`src/rtl/rtc_pkg.sv`:
```
// Shared definitions for the BCD timekeeper: register addresses, write
// masks, the square-wave rate encoding and small BCD helper functions.
// Assumes every BCD argument holds legal digits (0..9 per nibble).
package rtc_pkg;

    typedef enum logic [1:0] {
        RATE_1HZ  = 2'b00,
        RATE_4K   = 2'b01,
        RATE_8K   = 2'b10,
        RATE_32K  = 2'b11
    } sqw_rate_e;

    localparam logic [2:0] ADDR_SEC  = 3'd0;
    localparam logic [2:0] ADDR_MIN  = 3'd1;
    localparam logic [2:0] ADDR_HOUR = 3'd2;
    localparam logic [2:0] ADDR_DAY  = 3'd3;
    localparam logic [2:0] ADDR_DATE = 3'd4;
    localparam logic [2:0] ADDR_MON  = 3'd5;
    localparam logic [2:0] ADDR_YEAR = 3'd6;
    localparam logic [2:0] ADDR_CTRL = 3'd7;

    // Bits that each register keeps on a write.
    function automatic logic [7:0] field_mask(input logic [2:0] addr);
        case (addr)
            ADDR_SEC, ADDR_MIN, ADDR_HOUR: field_mask = 8'h7F;
            ADDR_DAY:                      field_mask = 8'h07;
            ADDR_DATE:                     field_mask = 8'h3F;
            ADDR_MON:                      field_mask = 8'h1F;
            ADDR_YEAR:                     field_mask = 8'hFF;
            default:                       field_mask = 8'h13;
        endcase
    endfunction

    // Packed-BCD increment by one; a 9 in the low digit carries upward.
    function automatic logic [7:0] bcd_inc(input logic [7:0] v);
        if (v[3:0] == 4'd9)
            bcd_inc = {v[7:4] + 4'd1, 4'd0};
        else
            bcd_inc = {v[7:4], v[3:0] + 4'd1};
    endfunction

    // True when a two-digit BCD year is a multiple of four.
    function automatic logic year_is_leap(input logic [7:0] yr);
        logic [7:0] bin;
        bin = ({4'd0, yr[7:4]} << 3) + ({4'd0, yr[7:4]} << 1) + {4'd0, yr[3:0]};
        year_is_leap = ((bin & 8'h03) == 8'h00);
    endfunction

    // Last date of a BCD month, returned in BCD.
    function automatic logic [7:0] month_last_date(input logic [7:0] mon,
                                                   input logic [7:0] yr);
        case (mon)
            8'h02:                      month_last_date = year_is_leap(yr) ? 8'h29 : 8'h28;
            8'h04, 8'h06, 8'h09, 8'h11: month_last_date = 8'h30;
            default:                    month_last_date = 8'h31;
        endcase
    endfunction

endpackage

```
`src/rtl/rtc_prescaler.sv`:
```
// Sub-second divider: counts reference-enable pulses and flags the pulse
// that completes a second. Assumes 2**DIV_W pulses make one second.
module rtc_prescaler #(
    parameter int DIV_W = 16
) (
    input  logic             clk,
    input  logic             rst_n,
    input  logic             ref_en,
    input  logic             clr,
    output logic             sec_tick,
    output logic [DIV_W-1:0] div_q
);

    // Divider count: restarts on clear, otherwise advances per pulse.
    always_ff @(posedge clk) begin
        if (!rst_n)
            div_q <= '0;
        else if (clr)
            div_q <= '0;
        else if (ref_en)
            div_q <= div_q + 1'b1;
    end

    // Second boundary: the pulse that wraps the count.
    assign sec_tick = ref_en && (&div_q);

endmodule

```
`src/rtl/rtc_sqw_gen.sv`:
```
// Square-wave selector: picks one divider bit according to the rate code
// and gates it with the enable. Assumes DIV_W >= 5 so that the 1 Hz tap
// is distinct from the fixed 4.096 kHz tap.
module rtc_sqw_gen
    import rtc_pkg::*;
#(
    parameter int DIV_W = 16
) (
    input  logic [DIV_W-1:0] div_q,
    input  logic             enable,
    input  sqw_rate_e        rate,
    output logic             sqw
);

    localparam int IW = $clog2(DIV_W);

    logic [IW-1:0] tap;

    // Tap choice: divider bit whose toggle rate matches the code.
    always_comb begin
        case (rate)
            RATE_1HZ: tap = IW'(DIV_W - 1);
            RATE_4K:  tap = IW'(3);
            RATE_8K:  tap = IW'(2);
            default:  tap = '0;
        endcase
    end

    assign sqw = enable & div_q[tap];

endmodule

```
`src/rtl/rtc_time_chain.sv`:
```
// BCD time and calendar registers with their carry chain. A register
// write wins over a second advance in the same cycle. Assumes written
// values are legal BCD for each field.
module rtc_time_chain
    import rtc_pkg::*;
(
    input  logic       clk,
    input  logic       rst_n,
    input  logic       tick,
    input  logic       we,
    input  logic [2:0] addr,
    input  logic [7:0] wdata,
    output logic [7:0] sec_q,
    output logic [7:0] min_q,
    output logic [7:0] hour_q,
    output logic [7:0] day_q,
    output logic [7:0] date_q,
    output logic [7:0] mon_q,
    output logic [7:0] year_q
);

    logic       sec_last, min_last, hour_last, date_last, mon_last;
    logic [7:0] hour_nxt, inc12, inc24, wval;

    assign wval = wdata & field_mask(addr);

    // Rollover flags for each field of the chain.
    always_comb begin
        sec_last  = (sec_q == 8'h59);
        min_last  = (min_q == 8'h59);
        date_last = (date_q == month_last_date(mon_q, year_q));
        mon_last  = (mon_q == 8'h12);
    end

    // Next hour value and day carry for the mode held in bit 6.
    always_comb begin
        inc12 = bcd_inc(hour_q & 8'h1F);
        inc24 = bcd_inc(hour_q & 8'h3F);
        if (hour_q[6]) begin
            hour_last = ((hour_q & 8'h3F) == 8'h23);
            hour_nxt  = hour_last ? 8'h40 : (inc24 | 8'h40);
        end else begin
            hour_last = hour_q[5] && ((hour_q & 8'h1F) == 8'h11);
            if ((hour_q & 8'h1F) == 8'h12)
                hour_nxt = (hour_q & 8'h20) | 8'h01;
            else if ((hour_q & 8'h1F) == 8'h11)
                hour_nxt = ((hour_q ^ 8'h20) & 8'h20) | 8'h12;
            else
                hour_nxt = (hour_q & 8'h20) | (inc12 & 8'h1F);
        end
    end

    // Register update: reset, then a bus write, then the second advance.
    always_ff @(posedge clk) begin
        if (!rst_n) begin
            sec_q  <= 8'h00;
            min_q  <= 8'h00;
            hour_q <= 8'h40;
            day_q  <= 8'h01;
            date_q <= 8'h01;
            mon_q  <= 8'h01;
            year_q <= 8'h00;
        end else if (we) begin
            case (addr)
                ADDR_SEC:  sec_q  <= wval;
                ADDR_MIN:  min_q  <= wval;
                ADDR_HOUR: hour_q <= wval;
                ADDR_DAY:  day_q  <= wval;
                ADDR_DATE: date_q <= wval;
                ADDR_MON:  mon_q  <= wval;
                ADDR_YEAR: year_q <= wval;
                default: ;
            endcase
        end else if (tick) begin
            sec_q <= sec_last ? 8'h00 : bcd_inc(sec_q);
            if (sec_last)
                min_q <= min_last ? 8'h00 : bcd_inc(min_q);
            if (sec_last && min_last)
                hour_q <= hour_nxt;
            if (sec_last && min_last && hour_last) begin
                day_q  <= (day_q == 8'h07) ? 8'h01 : day_q + 8'h01;
                date_q <= date_last ? 8'h01 : bcd_inc(date_q);
            end
            if (sec_last && min_last && hour_last && date_last)
                mon_q <= mon_last ? 8'h01 : bcd_inc(mon_q);
            if (sec_last && min_last && hour_last && date_last && mon_last)
                year_q <= (year_q == 8'h99) ? 8'h00 : bcd_inc(year_q);
        end
    end

endmodule

```
`src/rtl/rtc_bcd_core.sv`:
```
// Top of the BCD timekeeper: divider, time chain, control register,
// square-wave selector and the combinational register read mux.
// Assumes ref_en pulses once per half-period of a 32.768 kHz reference.
module rtc_bcd_core
    import rtc_pkg::*;
#(
    parameter int DIV_W = 16
) (
    input  logic       clk,
    input  logic       rst_n,
    input  logic       ref_en,
    input  logic       reg_we,
    input  logic [2:0] reg_addr,
    input  logic [7:0] reg_wdata,
    output logic [7:0] reg_rdata,
    output logic       sqw_out
);

    logic             sec_tick;
    logic             sec_wr;
    logic [DIV_W-1:0] div_q;
    logic [7:0]       t_sec, t_min, t_hour, t_day, t_date, t_mon, t_year;
    logic [7:0]       ctrl_q;

    assign sec_wr = reg_we && (reg_addr == ADDR_SEC);

    rtc_prescaler #(.DIV_W(DIV_W)) u_div (
        .clk      (clk),
        .rst_n    (rst_n),
        .ref_en   (ref_en),
        .clr      (sec_wr),
        .sec_tick (sec_tick),
        .div_q    (div_q)
    );

    rtc_time_chain u_chain (
        .clk    (clk),
        .rst_n  (rst_n),
        .tick   (sec_tick),
        .we     (reg_we),
        .addr   (reg_addr),
        .wdata  (reg_wdata),
        .sec_q  (t_sec),
        .min_q  (t_min),
        .hour_q (t_hour),
        .day_q  (t_day),
        .date_q (t_date),
        .mon_q  (t_mon),
        .year_q (t_year)
    );

    // Control register: square-wave enable and rate, masked on write.
    always_ff @(posedge clk) begin
        if (!rst_n)
            ctrl_q <= 8'h00;
        else if (reg_we && (reg_addr == ADDR_CTRL))
            ctrl_q <= reg_wdata & field_mask(ADDR_CTRL);
    end

    rtc_sqw_gen #(.DIV_W(DIV_W)) u_sqw (
        .div_q  (div_q),
        .enable (ctrl_q[4]),
        .rate   (sqw_rate_e'(ctrl_q[1:0])),
        .sqw    (sqw_out)
    );

    // Read mux: returns the addressed register.
    always_comb begin
        case (reg_addr)
            ADDR_SEC:  reg_rdata = t_sec;
            ADDR_MIN:  reg_rdata = t_min;
            ADDR_HOUR: reg_rdata = t_hour;
            ADDR_DAY:  reg_rdata = t_day;
            ADDR_DATE: reg_rdata = t_date;
            ADDR_MON:  reg_rdata = t_mon;
            ADDR_YEAR: reg_rdata = t_year;
            default:   reg_rdata = ctrl_q;
        endcase
    end

endmodule

```
`config.mk`:
```
export PLATFORM = sky130hd
export DESIGN_NAME = rtc_bcd_core
export DESIGN_NICKNAME = d
export VERILOG_FILES = /design/src/rtl/rtc_pkg.sv /design/src/rtl/rtc_prescaler.sv /design/src/rtl/rtc_sqw_gen.sv /design/src/rtl/rtc_time_chain.sv /design/src/rtl/rtc_bcd_core.sv
export SDC_FILE = /design/constraint.sdc
export NUM_CORES = 1
export LEC_CHECK = 0
export ABC_AREA = 1
export CAP_MARGIN = 10
export CORE_ASPECT_RATIO = 0.5
export CORE_MARGIN = 10
export CORE_UTILIZATION = 35
export CTS_CLUSTER_DIAMETER = 120
export DETAILED_ROUTE_END_ITERATION = 7
export PLACE_DENSITY_LB_ADDON = 0.08
export SLEW_MARGIN = 0
export SYNTH_ARGS = -nofsm -noshare
export SYNTH_HDL_FRONTEND = slang
export SYNTH_SLANG_ARGS = --single-unit
```
`constraint.sdc`:
```
create_clock -name clk -period 2.3 [get_ports clk]
set_input_delay 0.46 -clock clk [delete_from_list [all_inputs] [get_ports clk]]
set_output_delay 0.46 -clock clk [all_outputs]
set_load 0.01 [all_outputs]
```
==> metrics.csv, run 1 <==
stage,metric,value,unit
status,status,completed,
drt,ANT nets after route,0,
cells_and_area,Layout area overhead,29.6,%
clock_tree,CTS Hold Bufs,0,
synth,Mapped Area,0.00501,sq mm
clock_tree,total CTS buffers,9,
setup_path,Worst Setup Start Kind,primary input,
flow_run,max-cap violation count,0,
cells_and_area,"most common cell after layout, fill and taps aside",nand2_1,
die,die area,0.0198,sq mm
synth,Seq cells post-synth,75,
clock_tree,root buf cell,clkbuf_16,
drt,DR WL/cell,16.3,microns
synth,Post-synth EDFFs,0,
synth,fraction of registers with async set/reset,0,%
cells_and_area,Final nets,887,
die,initial core utilization,36.3,%
drt,number of remaining DRC errors,0,
die,core area,0.0138,sq mm
die,die height,105,microns
synth,Unique masters post-synth,45,
placement,IO buf count,23,
clock_tree,clock latency on the worst-skew pair,0.34,ns
setup_path,CP Max Fanout,5,
cells_and_area,layout cells sized above 1,20.9,%
power_and_ir_drop,total power,3.30,mW
setup_path,Worst Path Buf+Inv,3,
setup_path,flop-to-flop setup slack,0.18,ns
clock_tree,clk slew on worst S/H paths,0.07,ns
global_route,grt total ovfl,0,
synth,cell count after synthesis,754,
power_and_ir_drop,Seq pwr share,41.3,%
timing,RSZ-0062 raised after global routing,false,
timing,Final Setup Violations,0,
setup_path,R2R cell count,13,
worst_hold_path,Hold Path Depth,1,
synth,"Seq/Total Area, Yosys",30.0,%
timing,Final Hold Viols,0,
timing,final worst path period need,2.26,ns
setup_path,Crit path depth,7,
timing,Max Clk Rate,0.442,GHz
timing,Hold Worst Slack,0.473,ns
timing,actual slew at the worst max-slew pin,0.572,ns
power_and_ir_drop,P per Cell Area,508,mW/mm^2
power_and_ir_drop,Comb pwr share,13.0,%
drt,routed vias,5364,
synth,Main synth FF type,dfxtp_1,
power_and_ir_drop,P_sw,0.897,mW
global_route,largest net degree at the start of global routing,29,
drt,1st-iter DRT viols,268,
power_and_ir_drop,Pint,2.40,mW
timing,Total Negative Setup Slacks,0,ns
clock_tree,# H-tree levels,3,
timing,Final WS setup,0.0358,ns
die,Top-Level Pins,24,
power_and_ir_drop,worst vdd ir,327,uV
global_route,vias in the first global route,4953,
setup_path,crit path cell chain,clkdlybuf4s15_2 > nand2_1 > nor2_4 > buf_4 > a221oi_2 > o211ai_1 > buf_2,
power_and_ir_drop,P_leak,2.74,nW
setup_path,"CP delay by family, top",buffers and inverters,
worst_hold_path,Hold Crit Class,flip-flop to flip-flop,
placement,DP Wirelength,13.4,mm
synth,mean post-synth cell area,6.64,sq um
setup_path,Crit Path Category,primary input to primary output,
global_route,initial antenna violation count,0,
synth,Post-Syn Nets,788,
timing,pins over their slew limit,0,
placement,pre-CTS WS,-0.747,ns
die,Die W,189,microns
setup_path,"Arr. time, crit path",1.80,ns
clock_tree,clock sinks,75,
global_route,first-pass GRT wire length,27.1,mm
power_and_ir_drop,Sw Ratio,27.2,%
drt,Vias/cell,5.11,
synth,synth warn,0,
cells_and_area,most frequent cells in the layout,"nand2_1 (131), inv_1 (91), nor2_1 (77), dfxtp_1 (75), buf_4 (73)",
die,Cell Rows,30,
timing,setup clock skew after layout,0.0121,ns
power_and_ir_drop,Clock power frac,45.7,%
timing,period utilisation layout,98.4,%
setup_path,CP Capture Type,primary output,
cells_and_area,diode count,0,
setup_path,"slowest stage delay, CP",0.32,ns
clock_tree,CTS tree,yes,
drt,Total Routed Length,17.1,mm
setup_path,"Slowest-stage cell, CP",a221oi_2,
drt,Pre-Repair DR Iteration Count,5,
global_route,all-layer global routing usage,17.1,%
setup_path,required time of the critical path,1.84,ns
clock_tree,maximum clock insertion buffer count,2,
placement,gpl congestion,0.904,
timing,Slew headroom,61.6,%
cells_and_area,final core utilization,47.1,%
==> per-layer routing <==
layer | up-vias | part of all wire, % | global-route usage [%]
li1 | 2711 | - | -
met4 | 0 | 1.3 | 3.94
met5 | - | 0 | 0
met2 | 125 | 41 | 25.1
met1 | 2509 | 50 | 24.6
met3 | 19 | 7.1 | 3.95
==> path summary, 6_finish.rpt <==
| kind | start | end |
|---|---|---|
| worst min-delay path | u_div.div_q[7] | u_div.div_q[7] |
| worst max register to register | u_chain.sec_q[5] | u_chain.mon_q[2] |
| worst min register to register | u_div.div_q[7] | u_div.div_q[7] |
| worst max-delay path | reg_addr[1] | reg_rdata[4] |
==> cells in the mapped netlist, types with 14 or more instances <==
| cell | count | area share [%] |
|---|---|---|
| inv_1 | 96 | 7.2 |
| o22ai_1 | 14 | 1.7 |
| o21ai_0 | 70 | 7.0 |
| ha_1 | 19 | 4.7 |
| nor2_1 | 81 | 6.1 |
| a21oi_1 | 67 | 6.7 |
| nand3_1 | 57 | 5.7 |
| nand2_1 | 135 | 10 |
| dfxtp_1 | 75 | 30 |
| xor2_1 | 19 | 3.3 |
==> final cells by class <==
class,instances,area (sq um)
clock buffer,11,253
clock inverter,5,60.1
fill,1465,7290
inverter,108,409
multi-input combinational,559,3220
sequential,75,1500
tap,192,240
timing repair buffer,100,810
==> logic make-up after synthesis <==
kind of cell	count (synthesis)	synth area share [%]
buffers and inverters	120	9.37
flip-flops	75	30.0
AO/OA/AOI/OAI	187	21.4
adder cells (fa/ha/maj)	19	4.75
AND/OR/NAND/NOR	329	30.3
XOR/XNOR	24	4.20
==> what timing repair did <==
action	in CTS	in global routing
setup endpoints to repair	9	25
setup buffers	3	1
resized for setup	74	8
pin swaps	11	1
==> registers in the layout (all words and copies together), names as in the netlist <==
| name | flops |
|---|---|
| u_chain.date_q | 8 |
| u_chain.day_q | 8 |
| u_div.div_q | 16 |
| u_chain.min_q | 8 |
| ctrl_q | 3 |
| u_chain.mon_q | 8 |
| u_chain.sec_q | 8 |
| u_chain.hour_q | 8 |
| u_chain.year_q | 8 |
==> metrics by stage <==
stage | area (sq um) | std cells
floorplan | 5010 | 754
global placement | 6000 | 1030
detailed placement | 6000 | 1030
CTS | 6460 | 1049
global route | 6490 | 1050
finish | 6490 | 1050
==> power groups by stage <==
stage          clock (mW)  combinational, mW  sequential [mW]
2_1_floorplan           0              0.211             1.38
3_3_place_gp            0              0.405             1.39
3_5_place_dp            0              0.406             1.39
4_1_cts              1.53              0.425             1.36
5_1_grt              1.59              0.473             1.36
6_report             1.51              0.430             1.36
Power figures use the tool's default switching activity.
==> inputs of run 2 (changes only) <==
--- a/config.mk
+++ b/config.mk
@@ -13,7 +13,7 @@
 export CTS_CLUSTER_DIAMETER = 120
 export DETAILED_ROUTE_END_ITERATION = 7
 export PLACE_DENSITY_LB_ADDON = 0.08
-export SLEW_MARGIN = 0
+export SLEW_MARGIN = 20
 export SYNTH_ARGS = -nofsm -noshare
 export SYNTH_HDL_FRONTEND = slang
 export SYNTH_SLANG_ARGS = --single-unit
==> results of run 2 <==
No change in the layout: final DEF, timing and power equal those of run 1.
